--- src/rtl/bmst_pkg.sv ---
package bmst_pkg;
  typedef enum logic [1:0] {
    TR_IDLE = 2'b00,
    TR_BUSY = 2'b01,
    TR_NSEQ = 2'b10,
    TR_SEQ  = 2'b11
  } trans_e;

  typedef enum logic [1:0] {
    K_SINGLE = 2'd0,
    K_UNDEF  = 2'd1,
    K_WRAP   = 2'd2,
    K_FIXED  = 2'd3
  } kind_e;
endpackage

--- src/rtl/bmst_addr_step.sv ---
module bmst_addr_step #(
  parameter int ADDR_W = 32
) (
  input  logic [ADDR_W-1:0] cur_addr_i,
  input  logic [2:0]        size_i,
  input  logic              wrap_i,
  input  logic [ADDR_W-1:0] wrap_mask_i,
  output logic [ADDR_W-1:0] nxt_addr_o
);
  logic [ADDR_W-1:0] inc, sum;

  assign inc = ADDR_W'(1) << size_i;
  assign sum = cur_addr_i + inc;
  // wrap keeps the window base, replaces the offset
  assign nxt_addr_o = wrap_i ? ((cur_addr_i & ~wrap_mask_i) | (sum & wrap_mask_i)) : sum;
endmodule

--- src/rtl/bmst_seq.sv ---
module bmst_seq
  import bmst_pkg::*;
#(
  parameter int ADDR_W = 32,
  parameter int LEN_W  = 8
) (
  input  logic              clk_i,
  input  logic              rst_ni,
  input  logic              ready_i,
  input  logic              stall_i,
  input  logic              cmd_valid_i,
  output logic              cmd_ready_o,
  input  logic [ADDR_W-1:0] cmd_addr_i,
  input  logic              cmd_write_i,
  input  logic [2:0]        cmd_size_i,
  input  logic [1:0]        cmd_kind_i,
  input  logic [LEN_W-1:0]  cmd_len_i,
  input  logic [ADDR_W-1:0] nxt_addr_i,
  output logic [1:0]        trans_o,
  output logic [ADDR_W-1:0] addr_o,
  output logic              write_o,
  output logic [2:0]        size_o,
  output logic [2:0]        burst_o,
  output logic              wrap_o,
  output logic [ADDR_W-1:0] wrap_mask_o
);
  trans_e            trans_q;
  logic [ADDR_W-1:0] addr_q, mask_q;
  logic              write_q, wrap_q, undef_q;
  logic [2:0]        size_q, burst_q;
  logic [LEN_W-1:0]  left_q;

  kind_e             kind;
  logic [LEN_W-1:0]  beats;
  logic [1:0]        len_code;
  logic [2:0]        burst_d;
  logic              beat_shown, more, tail_busy, load;

  assign kind       = kind_e'(cmd_kind_i);
  assign beats      = (kind == K_SINGLE || cmd_len_i == '0) ? LEN_W'(1) : cmd_len_i;
  assign len_code   = (cmd_len_i == LEN_W'(16)) ? 2'd3 : (cmd_len_i == LEN_W'(8)) ? 2'd2 : 2'd1;

  always_comb begin
    unique case (kind)
      K_SINGLE: burst_d = 3'b000;
      K_UNDEF:  burst_d = 3'b001;
      K_WRAP:   burst_d = {len_code, 1'b0};
      default:  burst_d = {len_code, 1'b1};
    endcase
  end

  assign beat_shown  = (trans_q == TR_NSEQ) || (trans_q == TR_SEQ);
  assign more        = (left_q != '0);
  assign tail_busy   = beat_shown && !more && undef_q && stall_i;
  assign cmd_ready_o = ready_i && !more && !tail_busy && !stall_i;
  assign load        = cmd_valid_i && cmd_ready_o;

  always_ff @(posedge clk_i or negedge rst_ni) begin
    if (!rst_ni) begin
      trans_q <= TR_IDLE;
      addr_q  <= '0;
      mask_q  <= '0;
      write_q <= 1'b0;
      wrap_q  <= 1'b0;
      undef_q <= 1'b0;
      size_q  <= '0;
      burst_q <= '0;
      left_q  <= '0;
    end else if (ready_i) begin
      if (more) begin
        if (beat_shown) addr_q <= nxt_addr_i;  // after BUSY the next address is already shown
        trans_q <= stall_i ? TR_BUSY : TR_SEQ;
        if (!stall_i) left_q <= left_q - LEN_W'(1);
      end else if (tail_busy) begin
        addr_q  <= nxt_addr_i;
        trans_q <= TR_BUSY;
      end else if (load) begin
        trans_q <= TR_NSEQ;
        addr_q  <= cmd_addr_i;
        write_q <= cmd_write_i;
        size_q  <= cmd_size_i;
        burst_q <= burst_d;
        wrap_q  <= (kind == K_WRAP);
        undef_q <= (kind == K_UNDEF);
        mask_q  <= (ADDR_W'(beats) << cmd_size_i) - ADDR_W'(1);
        left_q  <= beats - LEN_W'(1);
      end else begin
        trans_q <= TR_IDLE;
      end
    end
  end

  assign trans_o     = trans_q;
  assign addr_o      = addr_q;
  assign write_o     = write_q;
  assign size_o      = size_q;
  assign burst_o     = burst_q;
  assign wrap_o      = wrap_q;
  assign wrap_mask_o = mask_q;

  a_r8_freeze: assert property (@(posedge clk_i) disable iff (!rst_ni)
    !ready_i |=> $stable(trans_q) && $stable(addr_q) && $stable(write_q) && $stable(size_q) && $stable(burst_q));

  a_r3_load: assert property (@(posedge clk_i) disable iff (!rst_ni)
    (cmd_valid_i && cmd_ready_o) |=> (trans_q == TR_NSEQ) && (addr_q == $past(cmd_addr_i)));

  a_r4_seq_step: assert property (@(posedge clk_i) disable iff (!rst_ni)
    (ready_i && beat_shown && more && !stall_i && !wrap_q)
      |=> (trans_q == TR_SEQ) && (addr_q == $past(addr_q) + (ADDR_W'(1) << size_q)));

  a_r4_ctrl_hold: assert property (@(posedge clk_i) disable iff (!rst_ni)
    (trans_q == TR_SEQ || trans_q == TR_BUSY) |-> $stable(write_q) && $stable(size_q) && $stable(burst_q));

  a_r6_busy_in_burst: assert property (@(posedge clk_i) disable iff (!rst_ni)
    (trans_q == TR_BUSY) |-> ($past(trans_q) != TR_IDLE));

  a_r7_tail_undef_only: assert property (@(posedge clk_i) disable iff (!rst_ni)
    (trans_q == TR_BUSY && burst_q != 3'b001) |-> more);
endmodule

--- src/rtl/bmst_dphase.sv ---
module bmst_dphase #(
  parameter int DATA_W = 32
) (
  input  logic              clk_i,
  input  logic              rst_ni,
  input  logic              ready_i,
  input  logic [1:0]        trans_i,
  input  logic              write_i,
  input  logic [DATA_W-1:0] wr_data_i,
  output logic              wr_take_o,
  output logic [DATA_W-1:0] wdata_o,
  input  logic [DATA_W-1:0] rdata_i,
  output logic              rd_valid_o,
  output logic [DATA_W-1:0] rd_data_o
);
  logic              beat, d_read_q;
  logic [DATA_W-1:0] wdata_q;

  assign beat      = (trans_i == 2'b10) || (trans_i == 2'b11);
  assign wr_take_o = ready_i && beat && write_i;

  always_ff @(posedge clk_i or negedge rst_ni) begin
    if (!rst_ni) begin
      d_read_q <= 1'b0;
      wdata_q  <= '0;
    end else if (ready_i) begin
      d_read_q <= beat && !write_i;
      if (wr_take_o) wdata_q <= wr_data_i;
    end
  end

  assign wdata_o    = wdata_q;
  assign rd_valid_o = d_read_q && ready_i;
  assign rd_data_o  = rdata_i;

  a_r10_no_strobe_after_busy: assert property (@(posedge clk_i) disable iff (!rst_ni)
    ($past(ready_i) && $past(trans_i) == 2'b01) |-> !rd_valid_o);

  a_r9_wdata_hold: assert property (@(posedge clk_i) disable iff (!rst_ni)
    !ready_i |=> $stable(wdata_o));
endmodule

--- src/rtl/burst_bus_master.sv ---
module burst_bus_master #(
  parameter int ADDR_W = 32,
  parameter int DATA_W = 32,
  parameter int LEN_W  = 8
) (
  input  logic              clk_i,
  input  logic              rst_ni,
  input  logic              cmd_valid_i,
  output logic              cmd_ready_o,
  input  logic [ADDR_W-1:0] cmd_addr_i,
  input  logic              cmd_write_i,
  input  logic [2:0]        cmd_size_i,
  input  logic [1:0]        cmd_kind_i,
  input  logic [LEN_W-1:0]  cmd_len_i,
  input  logic              stall_i,
  input  logic [DATA_W-1:0] wr_data_i,
  output logic              wr_take_o,
  output logic              rd_valid_o,
  output logic [DATA_W-1:0] rd_data_o,
  output logic [ADDR_W-1:0] bus_addr_o,
  output logic [1:0]        bus_trans_o,
  output logic              bus_write_o,
  output logic [2:0]        bus_size_o,
  output logic [2:0]        bus_burst_o,
  output logic [DATA_W-1:0] bus_wdata_o,
  input  logic [DATA_W-1:0] bus_rdata_i,
  input  logic              bus_ready_i
);
  logic [ADDR_W-1:0] nxt_addr, wrap_mask;
  logic              wrap;

  bmst_seq #(.ADDR_W(ADDR_W), .LEN_W(LEN_W)) u_seq (
    .clk_i       (clk_i),
    .rst_ni      (rst_ni),
    .ready_i     (bus_ready_i),
    .stall_i     (stall_i),
    .cmd_valid_i (cmd_valid_i),
    .cmd_ready_o (cmd_ready_o),
    .cmd_addr_i  (cmd_addr_i),
    .cmd_write_i (cmd_write_i),
    .cmd_size_i  (cmd_size_i),
    .cmd_kind_i  (cmd_kind_i),
    .cmd_len_i   (cmd_len_i),
    .nxt_addr_i  (nxt_addr),
    .trans_o     (bus_trans_o),
    .addr_o      (bus_addr_o),
    .write_o     (bus_write_o),
    .size_o      (bus_size_o),
    .burst_o     (bus_burst_o),
    .wrap_o      (wrap),
    .wrap_mask_o (wrap_mask)
  );

  bmst_addr_step #(.ADDR_W(ADDR_W)) u_step (
    .cur_addr_i  (bus_addr_o),
    .size_i      (bus_size_o),
    .wrap_i      (wrap),
    .wrap_mask_i (wrap_mask),
    .nxt_addr_o  (nxt_addr)
  );

  bmst_dphase #(.DATA_W(DATA_W)) u_dphase (
    .clk_i      (clk_i),
    .rst_ni     (rst_ni),
    .ready_i    (bus_ready_i),
    .trans_i    (bus_trans_o),
    .write_i    (bus_write_o),
    .wr_data_i  (wr_data_i),
    .wr_take_o  (wr_take_o),
    .wdata_o    (bus_wdata_o),
    .rdata_i    (bus_rdata_i),
    .rd_valid_o (rd_valid_o),
    .rd_data_o  (rd_data_o)
  );
endmodule

--- config.mk ---
export PLATFORM = sky130hd
export DESIGN_NAME = burst_bus_master
export DESIGN_NICKNAME = d
export VERILOG_FILES = /design/src/rtl/bmst_pkg.sv /design/src/rtl/bmst_addr_step.sv /design/src/rtl/bmst_seq.sv /design/src/rtl/bmst_dphase.sv /design/src/rtl/burst_bus_master.sv
export SDC_FILE = /design/constraint.sdc
export NUM_CORES = 1
export LEC_CHECK = 0
export BUFFER_PORTS_ARGS = -buffer_cell sky130_fd_sc_hd__buf_4
export CORE_MARGIN = 10
export CORE_UTILIZATION = 40
export DETAILED_ROUTE_END_ITERATION = 8
export GPL_TIMING_DRIVEN = 1
export MAX_ROUTING_LAYER = met4
export PLACE_DENSITY = 0.67
export SETUP_SLACK_MARGIN = 0.2
export SLEW_MARGIN = 20
export SYNTH_ARGS = -nofsm -noshare
export SYNTH_HDL_FRONTEND = slang
export SYNTH_SLANG_ARGS = --single-unit
--- constraint.sdc ---
create_clock -name clk_i -period 5.05 [get_ports clk_i]
set_clock_uncertainty 0.1 [all_clocks]
set_input_delay 0.2525 -clock clk_i [delete_from_list [all_inputs] [get_ports clk_i]]
set_output_delay 0.2525 -clock clk_i [all_outputs]
set_load 0.02 [all_outputs]
Word-level counts from Yosys, hierarchy flattened

Cells that the tools add are included.

Flip-flop bits (word level): 116
Input port bits: 115
Output and inout port bits: 108
Word-level logic and storage cells: 75

$add $sub $neg: 4
Equality and inequality tests: 9
Shifts and indexed selects: 2
Multiplexer cells: 17
Bitwise logic cells: 6
Reduce and logical (&&, ||, !) cells: 26

Operator list:

| kind                                                                    | count |
|---|---|
| 32-bit 2-to-1 mux                                                       | 5 |
| 32-bit bitwise AND                                                      | 2 |
| 8-bit 2-to-1 mux                                                        | 5 |
| 32-bit adder                                                            | 1 |
| 32-bit NOT                                                              | 1 |
| 32-bit OR                                                               | 1 |
| 1-bit by 3-bit << shifter with 32-bit output, first input constant      | 1 |
| 8-bit by 3-bit << shifter with 32-bit output                            | 1 |
| 32-bit by 1-bit subtractor with 32-bit output, second input constant    | 1 |
| 8-bit by 1-bit subtractor with 8-bit output, second input constant      | 2 |
| 2-bit 2-to-1 mux                                                        | 6 |
| 1-bit logical AND                                                       | 11 |
| 3-bit case mux with 3 select lines                                      | 1 |
| 8-bit by 4-bit == test with 1-bit output, second input constant         | 1 |
| 8-bit by 5-bit == test with 1-bit output, second input constant         | 1 |
| 8-bit zero test                                                         | 1 |
| 4-bit AND reduction                                                     | 2 |
| 8-bit nonzero test                                                      | 1 |
| 2-bit == test, second input constant                                    | 3 |
| 1-bit zero test                                                         | 4 |
| 2-bit by 1-bit inequality test with 1-bit output, second input constant | 2 |
| 3-bit AND reduction                                                     | 1 |
| 3-bit nonzero test                                                      | 1 |
| 2-bit by 1-bit == test with 1-bit output, second input constant         | 1 |
| 6 further kinds                                                         | 8 |

Depth between registers and ports, before layout

Depth after elaboration: 12
Depth in mapped cells: 13
Depth with buffers taken out: 12

Modules after synthesis

A second synthesis with hierarchy kept.

Cells, all modules: 755
Area total of the unflattened synthesis: 7100.6 µm²

Modules (own cells, without submodules):

| module         | times used | cells each | area each (µm²) |
|---|---|---|---|
| bmst_seq       | 1          | 501        | 4384.2 |
| bmst_dphase    | 1          | 106        | 1611.5 |
| bmst_addr_step | 1          | 148        | 1104.8 |

Worst setup path before layout

No wires, ideal clock.

Path type: register -> register
From: register u_seq.size_q[0], in the netlist u_seq.size_o[0]
To: register u_seq.addr_q[31], in the netlist u_seq.addr_o[31]
Arrival: 3.065 ns
Slack: 1.760 ns
Stages on the path, launching flop included: 12
Path buffers: 1
Clock period less this slack: 3.290 ns
Path through: dfrtp_1 > clkbuf_1 > nor3b_1 > ha_1 > a21o_1 > a21o_1 > a2111o_1 > a41oi_1 > a21oi_1 > or3b_2 > a21oi_1 > a2bb2oi_1

Cells in the longest elaborated chain, start to end: 7

RTL lines:

| what                                           | RTL line                       | RTL |
|---|---|---|
| start: declaration                             | bmst_seq.sv:30                 | `logic [2:0] size_q, burst_q;` |
| start signal: assignment                       | bmst_seq.sv:81                 | `size_q <= cmd_size_i;` |
| 1-bit by 3-bit << shifter with 32-bit output * | bmst_addr_step.sv:12           | `assign inc = ADDR_W'(1) << size_i;` |
| 32-bit adder *                                 | bmst_addr_step.sv:13           | `assign sum = cur_addr_i + inc;` |
| 32-bit bitwise AND                             | bmst_addr_step.sv:15           | `assign nxt_addr_o = wrap_i ? ((cur_addr_i & ~wrap_mask_i) \| (sum & wrap_mask_i)) : sum;` |
| 32-bit OR                                      | bmst_addr_step.sv:15           |  |
| 32-bit 2-to-1 mux *                            | bmst_addr_step.sv:15           |  |
| 32-bit 2-to-1 mux, on equally long branches    | bmst_seq.sv:74, bmst_seq.sv:71 |  |
| 32-bit 2-to-1 mux *                            | bmst_seq.sv:70                 | `if (more) begin` |
| end signal: assignment                         | bmst_seq.sv:71                 | `if (beat_shown) addr_q <= nxt_addr_i;` |
| end signal: assignment                         | bmst_seq.sv:75                 | `addr_q <= nxt_addr_i;` |
| end signal: assignment                         | bmst_seq.sv:79                 | `addr_q <= cmd_addr_i;` |
| end: declaration                               | bmst_seq.sv:28                 | `logic [ADDR_W-1:0] addr_q, mask_q;` |

Every way passes the cells marked *; elsewhere a longest branch is shown, timed or not. The select of a mux whose other input is x is not followed.
A chain may end at the register's enable or synchronous reset.

Final worst setup path

From: register u_seq.size_q[0], in the netlist u_seq.size_o[0]
To: register u_seq.addr_q[18], in the netlist u_seq.addr_o[18]

Same word-level chain as after synthesis.

==> metrics.txt <==
P_leak=approximately 4.1 nW; Critical Path Slowest Stage Cell=dfrtp_1; Sw Share=38.7%; Final TNS setup=0 ns; Post-synth EDFFs=0; signal arrival time at the worst endpoint=3.59 ns; CP peak stage delay=around 0.50 ns; routed vias=approximately 6.4k; Detailed Place HPWL=15100 microns; Slew headroom=about 30%; Post-route DRC=0; Worst Setup End Kind=register; top post-synthesis cells by area=dfrtp_1, mux2_2, nand2_1; Chip Height=between 150 and 200 microns; Tot GR Track Use=18.6%; worst vdd ir=~0.29 mV; initial drt markers=approximately 580; Max Fanout on Critical Path=15; Site Rows=47; fill cell count=approximately 1.5k; Seq pwr share=between 30% and 40%; Mapped Cells=between 700 and 800; drt total wl=21000 microns; Post-Synth Adder-Cell Area=2.31%; min Tclk post-route=~3.4 ns; sequential area share after synthesis=between 40% and 50%; Initial Util=41.1%; Post-Place Setup Slack=1.65 ns; Synth warnings=0; post-synthesis simple-gate area fraction=a little under a fifth; Die Width=between 150 and 200 microns; Worst-Skew Late Latency=about 0.41 ns; Final Hold Fails=0; antenna violations before repair=1; Synth Area in XOR/XNOR=2.43%; mux cell area share after synthesis=around 7.6%; cell depth of the worst setup path=11; post-synth cell types=75; Port Buffer Count=158; setup slack after layout=~1.6 ns; drt pass-1 iters=5; CTS sink cnt=approximately 110; Worst EP required=approximately 5.2 ns; register bit total from synthesis=around 110; startpoint types=register; dpl cells=1072; most common library cells after synthesis=dfrtp_1, nand2_1, nor2_1; Reg2Reg Depth=11; FFs w/ async S/R, synth=100%; area share of the largest cell type after synthesis=between 40% and 50%; status=complete, no violations; Synth area leader=dfrtp_1; TritonCTS buffer count=17; syn_area_per_cell=approximately 9 sq um; CP most frequent cell=nor3_1; H-tree Lvls=4; Max Transition Viols Final=0; Synth Area in Compound Gates=roughly a fifth; Clock Tree Buf Depth=2; routed length per instance=approximately 18 microns; CP bufs+invs=0; first-pass GRT wire length=~33000 microns; clk slew on worst S/H paths=roughly 0.060 ns; net count after synthesis=a little under 900; CTS tree=yes; worst hold stages=3; RSZ-0062 raised after global routing=no; mapped cell area=6840 sq um; io pins=between 200 and 250; Net Switching=~1.8 mW; Worst-Margin Slew=1.04 ns; Vias/cell=around 5.6; Top delay family on crit path=compound AO/OA/AOI/OAI gates; dpl cell area=just under 8000 sq um; non-filler cells, final=1145; cell area power density=515 nW/um^2; Most used DFF post-synth=dfrtp_1; CTS root buf=clkbuf_16; vias in the first global route=around 6.2k; Cell Chain, Critical Path=nor3_1 -> ha_1 -> fa_1 -> a21o_1 -> a21oi_1 -> o21bai_1 -> a2111o_1 -> nand3_1 -> nor3_1 -> a211oi_1 -> a311oi_1; Routed Antenna Nets=0; final net count=1038; setup violators final=0; top-count cell post-synth=dfrtp_1; share of cells above drive strength 1=27.4%; combinational share of power=about two fifths; combinational family with the most area after synthesis=compound AO/OA/AOI/OAI gates; final instance area=8950 sq um; critical path class=register to register; RePlAce Congestion=0.902; core area=16600 sq um; HP Class=primary input to register; Int Power=2.83 mW; crit share post-route=67.6%; largest net degree at the start of global routing=62; Max-cap violations=0; total gr overflow=0; f_max=just under 300 MHz; Final Total Pwr=between 4 and 5 mW; clock share of power=26.4%; synthesis-to-finish area growth=30.9%; Die Footprint=approximately 23000 sq um
## kinds of logic (layout without fill, tap and decap cells)
logic type / Yosys count / count (layout)
buf+inv: 101 / 263
other cells: 0 / 1
simple gates: 259 / 259
xor+xnor: 19 / 19
flops: 113 / 113
fa+ha+maj: 12 / 12
compound gates: 212 / 212
mux: 46 / 46
## worst register-to-register path, delay by kind of cell (launching register included)
kind / cells / cell delay, ns
adder cells (fa/ha/maj): 2 / 0.62
flip-flops: 1 / 0.50
AND/OR/NAND/NOR: 3 / 0.79
AO/OA/AOI/OAI: 6 / 1.28
## stage by stage
stage               util [%]  hold WS, ns
finish                  53.8      0.00788
global route            53.8       0.0217
CTS                     53.8      0.00210
detailed placement      47.8        0.243
global placement        47.8        0.244
floorplan                  -       -0.143
## metal layers
metal / vias to the layer above / routed length, microns / global-route usage [%]
met5: - / 0 / -
met4: 0 / 263 / 5.39
met3: 23 / 1540 / 4.53
met2: 254 / 9950 / 28.0
met1: 3066 / 9280 / 24.3
li1: 3023 / - / -
## power by group through the flow
stage	registers (mW)	logic, mW	clock network [mW]
final	1.57	1.82	1.22
after global routing	1.62	2.00	1.28
after CTS	1.57	1.84	1.24
after detailed placement	1.58	1.81	0
after global placement	1.56	1.79	0
after floorplan	1.78	0.879	0
## cell type report
cell class                      count  area [sq um]  share of cell area, %
Timing Repair Buffer              208          1660                   18.6
Tap cell                          220           275                   3.07
Sequential cell                   113          2830                   31.6
Antenna cell                        1          2.50                 0.0279
Multi-Input combinational cell    548          3500                   39.1
Clock buffer                       19           453                   5.06
Inverter                           23          86.3                  0.964
Clock inverter                     13           149                   1.66
## path summary, 6_finish.rpt
check | end | slack (ns) | start
worst max-delay path | u_seq.addr_o[18] | 1.64 | u_seq.size_o[0]
worst min-delay path | u_seq.burst_o[0] | 0.008 | cmd_kind_i[0]
worst max register to register | u_seq.addr_o[18] | 1.64 | u_seq.size_o[0]
worst min register to register | u_seq.burst_o[0] | 0.37 | u_seq.burst_o[0]
max in group asynchronous | u_seq.left_q[3] | 3.23 | rst_ni
min in group asynchronous | u_seq.size_o[2] | 0.33 | rst_ni
## timing repair
action	4_1_cts	5_1_grt
endpoints found under the hold margin	92	0
resized for setup	0	0
hold buffers	40	0
buffers inserted	0	0
## placed cells by master (no fill, tap or decap), types with 17 or more instances in the layout
master	instances
buf_4	168
dfrtp_1	113
nand2_1	91
nor2_1	61
o21ai_0	51
a21oi_1	50
dlygate4sd3_1	40
mux2_2	35
inv_1	23
nor3_1	22
nand3_1	21
clkbuf_16	17
## sequential cells by signal (all words and copies together), names as in the netlist, 2 cells and up
signal,cells
u_seq.left_q,8
u_dphase.wdata_o,32
u_seq.wrap_mask_o,29
u_seq.size_o,3
u_seq.addr_o,32
u_seq.burst_o,3
u_seq.trans_o,2
Note: power is estimated with default switching activity, not from simulation.
